## config.mk

```make
export PLATFORM = sky130hd
export DESIGN_NAME = prio_irq_ctrl
export DESIGN_NICKNAME = d
export VERILOG_FILES = /design/src/rtl/pic_pkg.sv /design/src/rtl/pic_status_bank.sv /design/src/rtl/pic_busy_stack.sv /design/src/rtl/pic_arbiter.sv /design/src/rtl/pic_msb_find.sv /design/src/rtl/prio_irq_ctrl.sv
export SDC_FILE = /design/constraint.sdc
export NUM_CORES = 1
export LEC_CHECK = 0
export BUFFER_PORTS_ARGS = -buffer_cell sky130_fd_sc_hd__buf_2
export CORE_MARGIN = 4
export CORE_UTILIZATION = 50
export CTS_CLUSTER_SIZE = 24
export DETAILED_ROUTE_END_ITERATION = 12
export PLACE_DENSITY = 0.74
export SLEW_MARGIN = 20
export SYNTH_ARGS = -nofsm -noshare
export SYNTH_HDL_FRONTEND = slang
export SYNTH_SLANG_ARGS = --single-unit
```

## constraint.sdc

```tcl
create_clock -name clk -period 10.8 [get_ports clk]
set_input_delay 0.54 -clock clk [delete_from_list [all_inputs] [get_ports clk]]
set_output_delay 0.54 -clock clk [all_outputs]
set_load 0.05 [all_outputs]
```

## src/rtl/pic_pkg.sv

```systemverilog
package pic_pkg;
  // Vector address map, in decimal.
  localparam int unsigned VEC_INTERNAL    = 8;
  localparam int unsigned VEC_TRACE       = 9;
  localparam int unsigned VEC_ASSIGN_BASE = 11;

  // Vector of a level at urgency position pos among n_lvl levels.
  function automatic int unsigned level_vector(int unsigned pos, int unsigned n_lvl);
    if (pos == 0) return VEC_INTERNAL;
    if (pos == n_lvl - 1) return VEC_TRACE;
    return VEC_ASSIGN_BASE + pos - 1;
  endfunction
endpackage

```

## src/rtl/pic_status_bank.sv

```systemverilog
module pic_status_bank #(
  parameter int unsigned N_ASSIGN = 24,
  parameter int unsigned N_LINES  = 16,
  parameter int unsigned SEL_W    = $clog2(N_ASSIGN)
) (
  input  logic                          clk,
  input  logic                          rst_n,
  input  logic [N_ASSIGN*N_LINES-1:0]   line_req,
  input  logic                          rd_en,
  input  logic [SEL_W-1:0]              rd_sel,
  output logic [N_LINES-1:0]            rd_data,
  output logic [N_ASSIGN*N_LINES-1:0]   words,
  output logic [N_ASSIGN-1:0]           nonzero
);
  logic [N_LINES-1:0] rd_ret;

  always_comb begin
    rd_ret = '0;
    if (32'(rd_sel) < N_ASSIGN) rd_ret = words[32'(rd_sel)*N_LINES +: N_LINES];
  end

  for (genvar g = 0; g < N_ASSIGN; g++) begin : g_lvl
    logic [N_LINES-1:0] word_q;
    logic               hit;
    assign hit = rd_en && (rd_sel == SEL_W'(g));
    always_ff @(posedge clk) begin
      if (!rst_n) word_q <= '0;
      else        word_q <= (hit ? '0 : word_q) | line_req[g*N_LINES +: N_LINES];
    end
    assign words[g*N_LINES +: N_LINES] = word_q;
    assign nonzero[g] = |word_q;
  end

  always_ff @(posedge clk) begin
    if (!rst_n)     rd_data <= '0;
    else if (rd_en) rd_data <= rd_ret;
  end
endmodule

```

## src/rtl/pic_busy_stack.sv

```systemverilog
module pic_busy_stack #(
  parameter int unsigned N_LVL = 26,
  parameter int unsigned LVL_W = $clog2(N_LVL)
) (
  input  logic             clk,
  input  logic             rst_n,
  input  logic             grant_en,
  input  logic [LVL_W-1:0] grant_idx,
  input  logic             release_i,
  output logic [N_LVL-1:0] busy
);
  logic [N_LVL-1:0] busy_q;
  logic [N_LVL-1:0] one;
  logic [N_LVL-1:0] rel_mask;
  logic [N_LVL-1:0] grant_mask;
  logic             top_valid;
  logic [LVL_W-1:0] top_idx;

  assign one = {{(N_LVL-1){1'b0}}, 1'b1};

  // The most urgent busy level is the lowest set index.
  always_comb begin
    top_valid = 1'b0;
    top_idx   = '0;
    for (int i = N_LVL - 1; i >= 0; i--) begin
      if (busy_q[i]) begin
        top_valid = 1'b1;
        top_idx   = LVL_W'(i);
      end
    end
  end

  assign rel_mask   = (release_i && top_valid) ? (one << top_idx) : '0;
  assign grant_mask = grant_en ? (one << grant_idx) : '0;

  always_ff @(posedge clk) begin
    if (!rst_n) busy_q <= '0;
    else        busy_q <= (busy_q & ~rel_mask) | grant_mask;
  end

  assign busy = busy_q;
endmodule

```

## src/rtl/pic_arbiter.sv

```systemverilog
module pic_arbiter #(
  parameter int unsigned N_LVL = 26,
  parameter int unsigned LVL_W = $clog2(N_LVL)
) (
  input  logic [N_LVL-1:0] pend,
  input  logic [N_LVL-1:0] inhibit,
  input  logic [N_LVL-1:0] busy,
  output logic             cand_valid,
  output logic [LVL_W-1:0] cand_idx
);
  logic [N_LVL-1:0] open_lvl;

  // A level is open when no level at its urgency or above is busy.
  always_comb begin
    logic blocked;
    blocked = 1'b0;
    for (int i = 0; i < N_LVL; i++) begin
      blocked     = blocked | busy[i];
      open_lvl[i] = !blocked;
    end
  end

  always_comb begin
    cand_valid = 1'b0;
    cand_idx   = '0;
    for (int i = N_LVL - 1; i >= 0; i--) begin
      if (pend[i] && !inhibit[i] && open_lvl[i]) begin
        cand_valid = 1'b1;
        cand_idx   = LVL_W'(i);
      end
    end
  end
endmodule

```

## src/rtl/pic_msb_find.sv

```systemverilog
module pic_msb_find #(
  parameter int unsigned W  = 16,
  parameter int unsigned IW = $clog2(W)
) (
  input  logic [W-1:0]  word,
  output logic          found,
  output logic [IW-1:0] idx
);
  always_comb begin
    found = 1'b0;
    idx   = '0;
    for (int i = 0; i < W; i++) begin
      if (word[i]) begin
        found = 1'b1;
        idx   = IW'(i);
      end
    end
  end
endmodule

```

## src/rtl/prio_irq_ctrl.sv

```systemverilog
module prio_irq_ctrl
  import pic_pkg::*;
#(
  parameter int unsigned N_ASSIGN = 24,
  parameter int unsigned N_LINES  = 16,
  parameter int unsigned VEC_W    = 16,
  localparam int unsigned N_LVL   = N_ASSIGN + 2,
  localparam int unsigned LVL_W   = $clog2(N_LVL),
  localparam int unsigned SEL_W   = $clog2(N_ASSIGN),
  localparam int unsigned SRC_W   = $clog2(N_LINES)
) (
  input  logic                        clk,
  input  logic                        rst_n,
  input  logic                        err_req,
  input  logic                        trace_req,
  input  logic [N_ASSIGN*N_LINES-1:0] line_req,
  input  logic                        mask_wr_en,
  input  logic [N_ASSIGN-1:0]         mask_wr_data,
  output logic [N_ASSIGN-1:0]         mask_rd,
  input  logic                        rd_en,
  input  logic [SEL_W-1:0]            rd_sel,
  output logic [N_LINES-1:0]          rd_data,
  input  logic                        irq_take,
  input  logic                        irq_release,
  output logic                        irq_valid,
  output logic [VEC_W-1:0]            irq_vector,
  output logic [LVL_W-1:0]            irq_level,
  output logic [SRC_W-1:0]            irq_src
);
  localparam logic [LVL_W-1:0] TRACE_POS = LVL_W'(N_LVL - 1);

  logic [N_ASSIGN-1:0]         mask_q;
  logic                        err_pend_q;
  logic                        trace_pend_q;
  logic [VEC_W-1:0]            vec_q;
  logic [N_ASSIGN*N_LINES-1:0] words;
  logic [N_ASSIGN-1:0]         nonzero;
  logic [N_LVL-1:0]            pend;
  logic [N_LVL-1:0]            inhibit;
  logic [N_LVL-1:0]            busy_w;
  logic                        cand_valid;
  logic [LVL_W-1:0]            cand_idx;
  logic                        cand_assign;
  logic [SEL_W-1:0]            cand_sel;
  logic [N_LINES-1:0]          cand_word;
  logic                        src_found;
  logic [SRC_W-1:0]            src_idx;
  logic [VEC_W-1:0]            cand_vec;
  logic                        xfer;

  pic_status_bank #(.N_ASSIGN(N_ASSIGN), .N_LINES(N_LINES), .SEL_W(SEL_W)) u_bank (
    .clk(clk), .rst_n(rst_n), .line_req(line_req), .rd_en(rd_en), .rd_sel(rd_sel),
    .rd_data(rd_data), .words(words), .nonzero(nonzero)
  );

  assign pend    = {trace_pend_q, nonzero, err_pend_q};
  assign inhibit = {1'b0, mask_q, 1'b0};

  pic_arbiter #(.N_LVL(N_LVL), .LVL_W(LVL_W)) u_arb (
    .pend(pend), .inhibit(inhibit), .busy(busy_w),
    .cand_valid(cand_valid), .cand_idx(cand_idx)
  );

  assign xfer = cand_valid && irq_take;

  pic_busy_stack #(.N_LVL(N_LVL), .LVL_W(LVL_W)) u_busy (
    .clk(clk), .rst_n(rst_n), .grant_en(xfer), .grant_idx(cand_idx),
    .release_i(irq_release), .busy(busy_w)
  );

  assign cand_assign = (cand_idx != '0) && (cand_idx != TRACE_POS);
  assign cand_sel    = cand_assign ? SEL_W'(cand_idx - LVL_W'(1)) : '0;
  assign cand_word   = cand_assign ? words[32'(cand_sel)*N_LINES +: N_LINES] : '0;

  pic_msb_find #(.W(N_LINES), .IW(SRC_W)) u_msb (
    .word(cand_word), .found(src_found), .idx(src_idx)
  );

  assign cand_vec = VEC_W'(level_vector(32'(cand_idx), N_LVL));

  always_ff @(posedge clk) begin
    if (!rst_n) begin
      mask_q       <= '0;
      err_pend_q   <= 1'b0;
      trace_pend_q <= 1'b0;
      vec_q        <= '0;
    end else begin
      if (mask_wr_en) mask_q <= mask_wr_data;
      err_pend_q   <= (err_pend_q && !(xfer && cand_idx == '0)) || err_req;
      trace_pend_q <= (trace_pend_q && !(xfer && cand_idx == TRACE_POS)) || trace_req;
      if (cand_valid) vec_q <= cand_vec;
    end
  end

  assign mask_rd    = mask_q;
  assign irq_valid  = cand_valid;
  assign irq_vector = cand_valid ? cand_vec : vec_q;
  assign irq_level  = cand_idx;
  assign irq_src    = src_found ? src_idx : '0;
endmodule

```

Word-level counts from Yosys, hierarchy flattened --
Index checks and enable logic that the tools add are counted.
Operators by class: add/sub/neg operators 3, order comparisons 1, eq/ne operators 25, shift operators 4, multiplexer cells 173, bitwise operators 52, reductions and logical operators 162
Operator list (number):
- variable part select 384 x 10 -> 16 bit | 2
- two-way mux 16 bit | 29
- OR 16 bit | 24
- OR reduction 16 bit | 24
- two-way mux 5 bit | 53
- logical AND 1 bit | 81
- two-way mux 1 bit | 72
- zero test 1 bit | 52
- two-way mux 26 bit | 2
- left shift 1 x 5 -> 26 bit (first input constant) | 2
- equality test 5 bit (second input constant) | 9
- two-way mux 4 bit | 11
- equality test 5 x 4 -> 1 bit (second input constant) | 8
- AND 26 bit | 1
- NOT 26 bit | 1
- OR 26 bit | 1
- OR 1 bit | 25
- equality test 5 x 3 -> 1 bit (second input constant) | 4
- two-way mux 3 bit | 4
- equality test 5 x 2 -> 1 bit (second input constant) | 2
- zero test 5 bit | 2
- subtractor 6 x 1 -> 7 bit (second input constant) | 1
- adder 4 x 5 -> 6 bit (first input constant) | 1
- equality test 5 x 1 -> 1 bit (second input constant) | 1
- 6 further kinds | 8
Word-level totals: flip-flop bits (word level) 468, output and inout bits 66, logic and storage cells 450

Logic depth before layout (Yosys ltp) --
depth after elaboration 75, gate-level depth with buffers 28

By module --
From an unflattened synthesis, not the netlist that was laid out.
Unflattened totals: cell total of the unflattened synthesis 2924, area total of the unflattened synthesis 25117.8 sq um
By module, submodules not included:
- pic_status_bank | times used 1, cells each 1758, area each 16993.8 sq um, seq. area each 8007.7 sq um
- prio_irq_ctrl | times used 1, cells each 783, area each 5484.0 sq um, seq. area each 840.8 sq um
- pic_busy_stack | times used 1, cells each 226, area each 1629.1 sq um, seq. area each 520.5 sq um
- pic_arbiter | times used 1, cells each 128, area each 849.6 sq um, seq. area each 0.0 sq um
- pic_msb_find | times used 1, cells each 29, area each 161.4 sq um, seq. area each 0.0 sq um

Worst setup path before layout --
OpenSTA, ideal clock, no wires.
path type flip-flop to output port, from reg u_busy.busy_q[0] (netlist: u_busy.busy[0]), to out irq_src[0], arrival 6.827 ns, data required time 10.260 ns, path slack 3.433 ns, stages on the path, launching flop included 24, buffers on the path 4, path through dfxtp_1 > buf_6 > or4_4 > nor4_4 > nand2_2 > a21oi_1 > a41oi_1 > o22ai_1 > a221oi_1 > o311ai_0 > nand3_1 > a21oi_1 > inv_1 > ha_1 > clkbuf_1 > clkbuf_1 > clkbuf_1 > mux2i_1 > a211oi_1 > o211ai_1 > a211oi_1 > a21boi_0 > o221a_1 > o21ai_1
Between the ends: elaborated cells between the ends (all ways) 142, those cells by class 1 x add/sub; 1 x eq/ne; 1 x shift; 60 x mux; 25 x bitwise; 54 x reduce/logical
RTL lines:
- from (decl) | RTL line pic_busy_stack.sv:12 | logic [N_LVL-1:0] busy_q;
- from (signal assigned) | RTL line pic_busy_stack.sv:38 | else busy_q <= (busy_q & ~rel_mask) | grant_mask;
- OR 1 bit (24 in a row) | RTL line pic_arbiter.sv:18 | blocked = blocked | busy[i];
- zero test 1 bit | RTL line pic_arbiter.sv:19 | open_lvl[i] = !blocked;
- logical AND 1 bit | RTL line pic_arbiter.sv:27 | if (pend[i] && !inhibit[i] && open_lvl[i]) begin
- two-way mux 5 bit (24 in a row) | RTL line pic_arbiter.sv:27
- two-way mux 5 bit (*) | RTL line pic_arbiter.sv:27
- via irq_level[1] | RTL line prio_irq_ctrl.sv:27 | output logic [LVL_W-1:0] irq_level,
- branches (longest 4 deep; another with subtractor 5 x 1 -> 5 bit)
- two-way mux 16 bit (*) | RTL line prio_irq_ctrl.sv:73 | assign cand_word = cand_assign ? words[32'(cand_sel)*N_LINES +: N_LINES] : '0;
- two-way mux 1 bit (16 in a row) | RTL line pic_msb_find.sv:13 | if (word[i]) begin
- two-way mux 4 bit (*) | RTL line prio_irq_ctrl.sv:99 | assign irq_src = src_found ? src_idx : '0;
- to (decl) | RTL line prio_irq_ctrl.sv:28 | output logic [SRC_W-1:0] irq_src
Mark *: on every way through the listed nets, which the timed path passes.

Worst setup path in the final report --
from reg u_busy.busy_q[0] (netlist: u_busy.busy[0]), to out irq_src[2]
Between the ends: word-level cells in the longest chain between the ends 75, elaborated cells between the ends (all ways) 139, those cells by class 1 x add/sub; 1 x eq/ne; 1 x shift; 57 x mux; 25 x bitwise; 54 x reduce/logical
Ends and longest elaborated chain (RTL line):
- OR 1 bit (25 in a row) | pic_arbiter.sv:18
- zero test 1 bit | pic_arbiter.sv:19
- logical AND 1 bit | pic_arbiter.sv:27
- two-way mux 5 bit (25 in a row) | pic_arbiter.sv:27
- two-way mux 5 bit (*) | pic_arbiter.sv:27
- branches (longest 4 deep; another with subtractor 5 x 1 -> 5 bit)
- two-way mux 16 bit (*) | prio_irq_ctrl.sv:73
- two-way mux 1 bit (16 in a row) | pic_msb_find.sv:13
- two-way mux 4 bit (*) | prio_irq_ctrl.sv:99
Mark *: on every way between the ends.

==> impl_metrics.ini <==
[setup_path]
reg2reg_from = u_busy.busy[0]
cp_cell_sequence = or4_4 > nor4_4 > nand2_2 > a21oi_1 > a41oi_1 > o22ai_1 > a221oi_1 > o311ai_0 > nand3_1 > a21oi_1 > inv_1 > ha_1 > nand2_1 > or4_1 > buf_4 > nand3_1 > nor2_1 > a222oi_1 > a211oi_1 > o221ai_1 > and2_1 > nand2_1 > a31o_2 > buf_2
path_max_fanout = 20
path_class = reg -> out
crit_start = u_busy.busy[0]
cp.arrival_ns = 8.87
critPathSlowestCell = nor2_1
reg2regPathDepth = 19
r2r_setup_slack_ns = 4.58
cp-end-kind = output pin
timing.rr.end = vec_q[4]
cp.required_ns = 10.26
cp-start-kind = flop
max_stage_delay_ns = 1.15

[clock_tree]
cts_resized = 0
clkSinkCount = 468
root_buffer = clkbuf_16
cts-hold-fix-buffers = 0
cts_tree = built
cts_setup_buffers = 0
clkLatencyLatePin_ns = 0.60
clkSlewWorstSetupHoldPaths_ns = 0.07
clk_path_buf_depth = 3
cts_max_level = 2
cts_buffers = 47

[route]
drcViolationCount = 0
drt_iter0_drc = 3665
ant_nets = 0
vias = 25360
totalWireLength_um = 115300
vias_per_cell = 6.888
firstDrtPassIters = 7
wl_per_cell_um = 31.30

[power]
ir_worst_vdd_mv = 0.2412
p_seq_frac = 0.262
internal_power_uw = 4079
p_per_area_nw_per_um2 = 280.1
p_comb_frac = 0.516
switching_share = 0.4746
p_sw_uw = 3684
power_leakage_uw = 0.01143
pwr-share-clk = 0.222

[finish]
syn_to_final_growth_pct = 18.98
fillers = 3903
fin_nets = 3477
drive_gt1_frac = 0.2581

[synthesis]
async_flop_share = 0
synth_edf_count = 0
synth_top_flop_cell = dfxtp_1
yosys_register_bits = 468
syn_nets = 3078
yosys_warnings = 0
syn_avg_cell_area_um2 = 8.792
synthesis.area_um2 = 23290
ys_types = 84
yosysSeqAreaShare = 0.4023
synthCells = 2649

[global_routing]
grt_pass1_vias = 24070
grt_usage = 0.4388
antenna_found_initial = 4
grt_max_degree = 136
grt_pass1_wl_um = 164100
overflow = 0

[sta]
period_needed_ns = 9.406
totalNegativeSetupSlack_ns = 0
maxSlewViolCount = 0
fmaxAchievable_mhz = 106.3
fin_ws_ns = 1.394
slew_headroom = 0.09894
worst_pin_slew_ns = 1.347
setup_violations = 0
hold_violations = 0
rsz0062_at_grt = false
finClkSkew_ns = 0.02359
finalCritPeriodShare = 0.8710

[job]
drv_cap = 0

[placement]
port_buffers = 486
post-place-ws_ns = 2.612
dp_hpwl_um = 88790
gp_congestion = 1.093

[floorplan]
dieWidth_um = 223.8
row_count = 78
design.core.area_um2 = 45670
initial_utilization = 0.5099
dieArea_um2 = 50100
dieHeight_um = 223.8
ios = 487

[worst_hold_path]
worstHoldStart = line_req[176]
hp-class = in -> reg
hold_path_end = u_bank.g_lvl[11].word_q[0]
hold-path-cell-count = 3

[outcome]
status = complete, no violations
-- placed cells by master (no fill, tap or decap), drive strengths merged, types with 15 or more instances in the layout --
cell and count:
and3 27, o211ai 15, a21oi 450, mux2 47, and2 24, nor2 494
o22ai 16, o31ai 15, mux4 114, nor4 108, nand2b 15, nor3 28
nand3 39, buf 525, o21ai 57, a22oi 37, a211oi 39, nand2 137
a221oi 30, mux2i 55, nand4 27, dfxtp 468, inv 39, clkbuf 62
-- power by group through the flow --
stage | sequential [uW] | combinational [uW] | clock [uW]
finish | 2040 | 4010 | 1720
floorplan | 2000 | 2350 | 0
global route | 2040 | 4090 | 1790
CTS | 2020 | 3820 | 1720
detailed placement | 2060 | 3800 | 0
global placement | 2050 | 3830 | 0
-- synth_stat cells, drive strengths merged (16+ instances only) --
master    n  share of area
a211oi   39          0.013
a21oi   450          0.097
a221oi   30          0.012
a22oi    37          0.012
and2     24         0.0064
and3     27         0.0073
buf      44         0.0097
clkbuf  131          0.021
dfxtp   468           0.40
inv      36         0.0058
mux2     47          0.023
mux2i    55          0.024
mux4    114           0.11
nand2   137          0.023
nand3    39         0.0084
nand4    27         0.0073
nor2    494          0.080
nor3     28         0.0069
nor4    108          0.030
o21ai    57          0.012
o22ai    16         0.0043
-- worst max-delay path: cells and delay by family, from the launching register on --
kind | cells | cell delay, ns
AO/OA/AOI/OAI | 10 | 2.98
adder cells (fa/ha/maj) | 1 | 0.36
buffers and inverters | 3 | 0.80
flip-flops | 1 | 0.39
AND/OR/NAND/NOR | 10 | 3.74
-- through the flow --
stage,power (uW),hold WS (ns),cell area (um2),std cells,utilization
floorplan,4349,0.4522,23290,2649,-
CTS,7564,0.1443,27700,3680,0.6065
detailed placement,5861,0.4775,26110,3599,0.5716
global placement,5880,0.4779,26110,3599,0.5716
global route,7920,0.1610,27710,3680,0.6066
finish,7763,0.1517,27710,3682,0.6067
-- area by class of cell --
cell class	count	area, um2	share of cell area
inverter	36	142.6	0.005147
antenna	2	5.005	0.0001806
sequential	468	9369	0.3381
tap	600	750.7	0.02709
clock buffer	62	1303	0.04700
multi-input combinational	1970	13110	0.4732
clock inverter	19	290.3	0.01048
timing repair buffer	525	2738	0.09879
-- how the worst max path moves through the flow --
stage	end	slack, ns
final	irq_src[2]	1.39
after CTS	irq_src[2]	1.95
after detailed placement	irq_src[0]	2.61
after global placement	irq_src[0]	2.78
after global routing	irq_src[1]	1.39
after floorplan	irq_src[0]	3.43
-- kinds of logic (layout without fill, tap and decap cells) --
| group | Yosys count | after routing | synth area share |
|---|---|---|---|
| compound gates | 790 | 790 | 0.2088 |
| flops | 468 | 468 | 0.4023 |
| xor+xnor | 5 | 5 | 0.002526 |
| fa+ha+maj | 8 | 8 | 0.004298 |
| buf+inv | 211 | 642 | 0.03659 |
| simple gates | 951 | 951 | 0.1887 |
| mux | 216 | 216 | 0.1568 |
| other cells | 0 | 2 | 0 |
-- layer usage --
metal / part of all wire / GRT usage / vias up
li1: - / - / 10700
met1: 0.37 / 0.5499 / 12210
met2: 0.44 / 0.6888 / 1970
met3: 0.11 / 0.1220 / 476
met4: 0.073 / 0.2418 / 2
met5: 0.00012 / 0 / -
-- state kept, by name (all words and copies together) (netlist names) --
register             count
vec_q                   16
mask_rd                 24
u_bank.rd_data          16
err_pend_q               1
u_busy.busy             26
u_bank.g_lvl.word_q    384
trace_pend_q             1
Note: power is estimated with default switching activity, not from simulation.
